File: src/rtl/ttw_pkg.sv
package ttw_pkg;

    localparam int WORD_W       = 32;
    localparam int FIELD_W      = 8;
    localparam int BASE_LSB     = 24;
    localparam int MASK_LSB     = 16;
    localparam int EN_BIT       = 15;
    localparam int PRIV_LSB     = 13;
    localparam int CMODE_LSB    = 5;
    localparam int WP_BIT       = 2;
    localparam int ST_RES_BIT   = 0;
    localparam int ST_TRN_BIT   = 1;

    typedef enum logic [1:0] {
        PRIV_USER_ONLY  = 2'b00,
        PRIV_SUPER_ONLY = 2'b01,
        PRIV_EITHER_A   = 2'b10,
        PRIV_EITHER_B   = 2'b11
    } priv_mode_e;

    typedef struct packed {
        logic       hit;
        logic       rd;
        logic       ex;
        logic       wr;
        logic       fault;
        logic [1:0] cmode;
    } ttw_grant_t;

    function automatic logic priv_ok(input logic [1:0] code, input logic is_super);
        logic ok;
        case (priv_mode_e'(code))
            PRIV_USER_ONLY:  ok = !is_super;
            PRIV_SUPER_ONLY: ok = is_super;
            default:         ok = 1'b1;
        endcase
        return ok;
    endfunction

    function automatic logic masked_eq(input logic [FIELD_W-1:0] a,
                                       input logic [FIELD_W-1:0] b,
                                       input logic [FIELD_W-1:0] ignore);
        return ((a ^ b) & ~ignore) == '0;
    endfunction

endpackage

File: src/rtl/ttw_regfile.sv
module ttw_regfile #(
    parameter int NREG = 4,
    parameter int DW   = 32,
    localparam int IW  = (NREG > 1) ? $clog2(NREG) : 1
) (
    input  logic                     clk,
    input  logic                     rst,
    input  logic                     we,
    input  logic [IW-1:0]            widx,
    input  logic [DW-1:0]            wdata,
    output logic [NREG-1:0][DW-1:0]  words
);

    logic [NREG-1:0][DW-1:0] store_q;

    always_ff @(posedge clk) begin
        if (rst) begin
            store_q <= '0;
        end else if (we) begin
            store_q[widx] <= wdata;
        end
    end

    assign words = store_q;

    AST_REG_READBACK: assert property (@(posedge clk) disable iff (rst)
        we |=> store_q[$past(widx)] == $past(wdata));

endmodule

File: src/rtl/ttw_window_cmp.sv
module ttw_window_cmp
    import ttw_pkg::*;
(
    input  logic [FIELD_W-1:0] base,
    input  logic [FIELD_W-1:0] ignore,
    input  logic               enable,
    input  logic [1:0]         priv,
    input  logic [FIELD_W-1:0] addr_hi,
    input  logic               is_super,
    output logic               match
);

    logic addr_ok;
    logic mode_ok;

    always_comb begin
        addr_ok = masked_eq(addr_hi, base, ignore);
        mode_ok = priv_ok(priv, is_super);
        match   = enable && addr_ok && mode_ok;
    end

endmodule

File: src/rtl/ttw_prio_sel.sv
module ttw_prio_sel #(
    parameter int N   = 2,
    localparam int IW = (N > 1) ? $clog2(N) : 1
) (
    input  logic [N-1:0]  req,
    output logic          found,
    output logic [IW-1:0] idx
);

    always_comb begin
        found = 1'b0;
        idx   = '0;
        for (int i = N - 1; i >= 0; i--) begin
            if (req[i]) begin
                found = 1'b1;
                idx   = IW'(i);
            end
        end
    end

endmodule

File: src/rtl/ttw_matcher.sv
module ttw_matcher
    import ttw_pkg::*;
#(
    parameter int ADDR_W       = 32,
    parameter int WIN_PER_SIDE = 2,
    localparam int NREG        = 2 * WIN_PER_SIDE,
    localparam int RIDX_W      = $clog2(NREG),
    localparam int SLOT_W      = (WIN_PER_SIDE > 1) ? $clog2(WIN_PER_SIDE) : 1
) (
    input  logic                clk,
    input  logic                rst,
    input  logic                cfg_we,
    input  logic [RIDX_W-1:0]   cfg_idx,
    input  logic [WORD_W-1:0]   cfg_wdata,
    input  logic [RIDX_W-1:0]   cfg_ridx,
    output logic [WORD_W-1:0]   cfg_rdata,
    input  logic                req_valid,
    input  logic [ADDR_W-1:0]   req_addr,
    input  logic                req_code,
    input  logic                req_super,
    input  logic                req_store,
    input  logic                req_probe,
    output logic                rsp_valid,
    output logic                rsp_hit,
    output logic                rsp_read,
    output logic                rsp_exec,
    output logic                rsp_write,
    output logic                rsp_wp_fault,
    output logic [ADDR_W-1:0]   rsp_paddr,
    output logic [1:0]          rsp_cmode,
    output logic [SLOT_W-1:0]   rsp_slot,
    output logic [WORD_W-1:0]   probe_status
);

    logic [NREG-1:0][WORD_W-1:0] words;
    logic [NREG-1:0]             win_match;
    logic [WIN_PER_SIDE-1:0]     side_match;
    logic                        found;
    logic [SLOT_W-1:0]           slot;
    logic [RIDX_W-1:0]           win_idx;
    logic                        win_wp;
    logic [1:0]                  win_cmode;
    ttw_grant_t                  grant_d, grant_q;
    logic                        valid_q;
    logic [ADDR_W-1:0]           paddr_d, paddr_q;
    logic [SLOT_W-1:0]           slot_q;
    logic [1:0]                  status_q;

    // configuration storage
    ttw_regfile #(.NREG(NREG), .DW(WORD_W)) u_regs (
        .clk   (clk),
        .rst   (rst),
        .we    (cfg_we),
        .widx  (cfg_idx),
        .wdata (cfg_wdata),
        .words (words)
    );

    assign cfg_rdata = words[cfg_ridx];

    // one comparator per window register
    for (genvar g = 0; g < NREG; g++) begin : g_win
        ttw_window_cmp u_cmp (
            .base     (words[g][BASE_LSB +: FIELD_W]),
            .ignore   (words[g][MASK_LSB +: FIELD_W]),
            .enable   (words[g][EN_BIT]),
            .priv     (words[g][PRIV_LSB +: 2]),
            .addr_hi  (req_addr[ADDR_W-1 -: FIELD_W]),
            .is_super (req_super),
            .match    (win_match[g])
        );
    end

    // the access class picks the instruction or data pair
    assign side_match = req_code ? win_match[WIN_PER_SIDE-1:0]
                                 : win_match[NREG-1:WIN_PER_SIDE];

    ttw_prio_sel #(.N(WIN_PER_SIDE)) u_prio (
        .req   (side_match),
        .found (found),
        .idx   (slot)
    );

    always_comb begin
        win_idx   = RIDX_W'(slot) + (req_code ? RIDX_W'(0) : RIDX_W'(WIN_PER_SIDE));
        win_wp    = words[win_idx][WP_BIT];
        win_cmode = words[win_idx][CMODE_LSB +: 2];

        grant_d       = '0;
        grant_d.hit   = req_valid && found;
        grant_d.rd    = grant_d.hit;
        grant_d.ex    = grant_d.hit;
        grant_d.wr    = grant_d.hit && !win_wp;
        grant_d.fault = grant_d.hit && win_wp && req_store;
        grant_d.cmode = grant_d.hit ? win_cmode : 2'b00;
        paddr_d       = grant_d.hit ? req_addr : '0;
    end

    // registered response
    always_ff @(posedge clk) begin
        if (rst) begin
            valid_q <= 1'b0;
            grant_q <= '0;
            paddr_q <= '0;
            slot_q  <= '0;
        end else begin
            valid_q <= req_valid;
            grant_q <= grant_d;
            paddr_q <= paddr_d;
            slot_q  <= grant_d.hit ? slot : '0;
        end
    end

    // probe status: transparent + resident on a probe hit, clear on a probe miss
    always_ff @(posedge clk) begin
        if (rst) begin
            status_q <= 2'b00;
        end else if (req_valid && req_probe) begin
            status_q[ST_RES_BIT] <= grant_d.hit;
            status_q[ST_TRN_BIT] <= grant_d.hit;
        end
    end

    assign rsp_valid    = valid_q;
    assign rsp_hit      = grant_q.hit;
    assign rsp_read     = grant_q.rd;
    assign rsp_exec     = grant_q.ex;
    assign rsp_write    = grant_q.wr;
    assign rsp_wp_fault = grant_q.fault;
    assign rsp_paddr    = paddr_q;
    assign rsp_cmode    = grant_q.cmode;
    assign rsp_slot     = slot_q;
    assign probe_status = {{(WORD_W-2){1'b0}}, status_q};

    AST_RSP_AFTER_REQ: assert property (@(posedge clk) disable iff (rst)
        req_valid |=> rsp_valid);
    AST_NO_RSP_IDLE: assert property (@(posedge clk) disable iff (rst)
        !req_valid |=> !rsp_valid && !rsp_hit);
    AST_HIT_GRANTS_RX: assert property (@(posedge clk) disable iff (rst)
        rsp_hit |-> rsp_read && rsp_exec);
    AST_WRITE_NEEDS_HIT: assert property (@(posedge clk) disable iff (rst)
        rsp_write |-> rsp_hit);
    AST_PADDR_IDENTITY: assert property (@(posedge clk) disable iff (rst)
        rsp_hit |-> rsp_paddr == $past(req_addr));
    AST_FAULT_ON_STORE: assert property (@(posedge clk) disable iff (rst)
        rsp_wp_fault |-> $past(req_store) && rsp_hit && !rsp_write);
    AST_STATUS_ONLY_PROBE: assert property (@(posedge clk) disable iff (rst)
        !$stable(status_q) |-> $past(req_valid && req_probe));
    AST_STATUS_CODES: assert property (@(posedge clk) disable iff (rst)
        status_q[ST_RES_BIT] == status_q[ST_TRN_BIT]);

endmodule

File: config.mk
export PLATFORM = sky130hd
export DESIGN_NAME = ttw_matcher
export DESIGN_NICKNAME = d
export VERILOG_FILES = /design/src/rtl/ttw_pkg.sv /design/src/rtl/ttw_regfile.sv /design/src/rtl/ttw_window_cmp.sv /design/src/rtl/ttw_prio_sel.sv /design/src/rtl/ttw_matcher.sv
export SDC_FILE = /design/constraint.sdc
export NUM_CORES = 1
export LEC_CHECK = 0
export CORE_MARGIN = 2
export CORE_UTILIZATION = 40
export CTS_BUF_LIST = sky130_fd_sc_hd__clkbuf_8
export DETAILED_ROUTE_END_ITERATION = 10
export GPL_ROUTABILITY_DRIVEN = 0
export PLACE_DENSITY_LB_ADDON = 0.2
export SYNTH_ARGS = -nofsm -noshare
export SYNTH_HDL_FRONTEND = slang
export SYNTH_SLANG_ARGS = --single-unit
File: constraint.sdc
create_clock -name clk -period 4.9 [get_ports clk]
set_input_delay 1.225 -clock clk [delete_from_list [all_inputs] [get_ports clk]]
set_output_delay 1.225 -clock clk [all_outputs]
set_load 0.1 [all_outputs]
# Word-level counts from Yosys, hierarchy flattened
# Cells that the tools add are included.
# totals
regBits	168
inputBits	76
out_inout_bits	105
wordCells	75
# classes
addsub	1
order_cmp	4
eq_ne	4
muxes	16
bitwise	13
n_reduce_logical	25
# ops
op	count
$bmux 32 s2	2
$bwmux 128	1
$demux 32 s2	1
$mux 32	2
$and 8x8->8	4
$logic_not 8->1	4
$not 8->8	4
$xor 8x8->8	4
$logic_and 1x1->1	14
$lt 2x3->1 const B	3
$eq 2x1->1 const B	4
$logic_not 2->1	4
$pmux 1 s2	4
$mux 7	1
$mux 2	2
$mux 1	3
$add 1x2->2	1
$ge 2x1->1 const B	1
$logic_not 1->1	2
$reduce_or 2->1	1
$not 1->1	1

# Logic depth before layout (Yosys ltp)
# logic_depth
word_depth	13
ltp_mapped	9
ltp_nobuf	7

# Modules after synthesis
# A second synthesis with hierarchy kept.
# hier_totals
cells_unflattened	683
area_unflattened_um2	7828.8
# by_module_without_submodules
module	instances	cells_per_inst	area_per_inst_um2	seq_area_each_um2
ttw_regfile	1	453	5067.4	2562.5
ttw_matcher	1	164	2245.9	800.8
ttw_window_cmp	4	16	125.1	0.0
ttw_prio_sel	1	2	15.0	0.0

# Worst setup path after synthesis
# OpenSTA, ideal clock, no wires.
# synth_path
path_type	input-to-output
from	input port cfg_ridx[0]
to	output port cfg_rdata[10]
arrival_time_ns	2.553
t_required_ns	3.675
slack_ns	1.122
path_stages	3
n_path_buf	2
path_cell_list	clkbuf_1 buf_2 mux4_2
# synth_via
elab_chain_len	2
# synth_rtl
item	line	text
start, declared	ttw_matcher.sv:15	input logic [RIDX_W-1:0] cfg_ridx,
$bmux 32 s2	ttw_matcher.sv:59	assign cfg_rdata = words[cfg_ridx];
$mux 32 (not written as such)	ttw_matcher.sv:59	
end, declared	ttw_matcher.sv:16	output logic [WORD_W-1:0] cfg_rdata,
# No other way between the ends. The select of a mux whose other input is x is not followed.

# Worst setup path in the final report
# layout_path
from	input port cfg_ridx[1]
to	output port cfg_rdata[23]
# Same word-level chain as after synthesis.

==> impl_metrics.yaml <==
clocking:
  ctsResizeCount: 0
  ctsHoldBuffers: 0
  cts-root-buf: "clkbuf_8"
  cts_made_buffers: 17
  cts_tree: "built"
  clock_path_buffers: 2
  clk_latency_ns: 0.46
  htreeDepth: 4
  clk_pin_slew_ns: 0.10
  cts_sinks: 168
  cts_setup_buffers: 0
worst_setup_path:
  worst_ep_required_time_ns: 3.67
  path_cells: "clkdlybuf4s50_1 > buf_4 > mux4_2 > buf_12"
  worst_r2r_endpoint: "rsp_wp_fault"
  reg2reg_depth: 7
  critPathKind: "in2out"
  rrSetupSlack_ns: 2.64
  r2r_start: "u_regs.words[56]"
  cp-start-kind: "primary input"
  crit_arrival_ns: 2.74
  cp-end-kind: "output port"
  slowest_stage: "clkdlybuf4s50_1"
  critPathMaxStageDelay_ns: 0.45
  critPathMaxFanout: 32
global_routing:
  grt_pass1_vias: 5545
  grt_pass1_wl_um: 31700
  overflow: 0
  grt.total_usage: 0.212
  antenna_found_initial: 0
  grt_max_degree: 69
floorplanning:
  die-height_um: 139
  ioPinCount: 181
  start_util: 0.406
  dieArea_mm2: 0.0193
  die_w_um: 139
  fp.coreArea_mm2: 0.0179
  rows: 49
worst_hold_path:
  hold_path_class: "reg2reg"
  holdPathEnd: "u_regs.words[68]"
  min_path_cells: 2
  min_from: "u_regs.words[68]"
sta:
  rsz0062_at_grt: "false"
  drv_slew: 0
  fin_worst_skew_ns: 0.0106
  hold_viol: 0
  setup_viol: 0
  setup_ws_ns: 0.937
  slew_headroom: 0.310
  tightest_slew_ns: 1.03
  layout_worst_path_cycle_share: 0.809
  max_freq_mhz: 252
  period_minus_slack_ns: 3.96
  setup_tns_ns: 0
place:
  hpwl_um: 13500
  port_buffers: 150
  dp_slack_ns: 0.879
cells_and_area:
  area_growth_syn_to_layout_pct: 29.4
  nFillCells: 1681
  drive_gt1_frac: 0.157
  nets: 999
  antenna_cells: 0
  final_common_cell: "nand2_1"
  final_cell_mix: "nand2_1 (257), dfxtp_1 (168), a21oi_1 (130), clkdlybuf4s50_1 (116), xnor2_1 (36)"
  final_core_util: 0.526
yosys:
  ys_seq_area_frac: 0.462
  yosysWarnings: 0
  synthesis.area_mm2: 0.00728
  ys_ff_latch: 168
  syn_avg_cell_area_um2: 8.94
  ys_types: 42
  netlist_instances: 814
detailed_routing:
  firstDrtPassIters: 5
  antenna_left: 0
  vias_per_cell: 5.07
  num_vias: 5903
  drcViolationCount: 0
  wl_um: 20600
  routedWlPerCell_um: 17.7
  drtIter0Drc: 474
pwr:
  p_leak_nw: 3.29
  ir_worst_vdd_v: 0.000161
  powerDensity_mw_per_mm2: 314
run:
  drv_cap: 0
outcome:
  status: "complete, no violations"
## layer usage
layer	GRT usage	share of wire
met1	0.274	0.43
met2	0.350	0.48
met3	0.0418	0.064
met4	0.0856	0.026
met5	0	0
## through the flow
stage | cell area, um2 | hold WS [ns] | cells | power, W
after floorplan | 7390 | 0.433 | 843 | 0.00182
after global placement | 9020 | 0.440 | 1133 | 0.00198
after detailed placement | 9020 | 0.447 | 1133 | 0.00198
after CTS | 9420 | 0.459 | 1165 | 0.00299
after global routing | 9420 | 0.469 | 1165 | 0.00307
final | 9420 | 0.461 | 1165 | 0.00296
## power breakdown
| part | leakage, nW | switching (W) | internal, W |
|---|---|---|---|
| combinational | 1.73 | 0.000348 | 0.000173 |
| sequential | 1.36 | 0.0000298 | 0.00140 |
| clock | 0.198 | 0.000548 | 0.000463 |
## area by class of cell
type,count,area (um2),area share
Multi-Input combinational cell,578,3490,0.370
Inverter,2,7.51,0.000797
Tap cell,229,287,0.0304
Timing Repair Buffer,156,1870,0.199
Clock buffer,17,234,0.0248
Clock inverter,15,168,0.0178
Sequential cell,168,3360,0.357
## sequential cells by signal (all words and copies together), names as in the netlist
register / count
rsp_exec: 1
status_q: 1
rsp_cmode: 2
rsp_write: 1
rsp_wp_fault: 1
rsp_paddr: 32
u_regs.words: 128
rsp_slot: 1
rsp_valid: 1
## worst max-delay path by stage
stage                           start            end  slack [ns]  cells past startpoint
after floorplan           cfg_ridx[0]  cfg_rdata[10]        1.12                      3
after global placement    cfg_ridx[0]   cfg_rdata[0]        0.90                      4
after detailed placement  cfg_ridx[0]   cfg_rdata[0]        0.88                      4
after CTS                 cfg_ridx[0]   cfg_rdata[0]        0.88                      4
after global routing      cfg_ridx[0]   cfg_rdata[0]        0.84                      4
final                     cfg_ridx[1]  cfg_rdata[23]        0.94                      4
## cell families (layout without fill, tap and decap cells)
group,Yosys count,in the layout,share of synthesized area
AND/OR/NAND/NOR,315,315,0.191
flip-flops,168,168,0.462
AO/OA/AOI/OAI,161,161,0.123
buffers and inverters,97,190,0.0755
XOR/XNOR,36,36,0.0433
multiplexers,36,36,0.105
other,1,30,0.000515
## cells in the mapped netlist (all sizes together)
library cell    n  area [um2]
and4            1        8.76
nand2         257         965
or3b            1        8.76
nor3            5        30.0
inv             2        7.50
o22ai          16         113
a211oi          2        15.0
clkbuf         45         169
or2             1        6.26
nand3b          1        7.51
nor3b           1        7.51
nor2b           4        25.0
nor2            7        26.3
xnor2          36         315
conb            1        3.75
nand3           2        10.0
o21ai           4        31.3
o211ai          2        20.0
dfxtp         168        3360
buf            50         373
a22oi           2        15.0
a311oi          1        8.76
a21oi         130         651
mux4           32         721
and3b           1        8.76
a22o            2        27.5
a221oi          2        17.5
and2           32         270
and3            1        6.26
nand2b          1        6.26
mux2i           4        40.0
## critical path: cells and delay by family
kind | cells | cell delay, ns
mux | 1 | 0.43
buf+inv | 3 | 1.06
(Power assumes the default switching activity.)
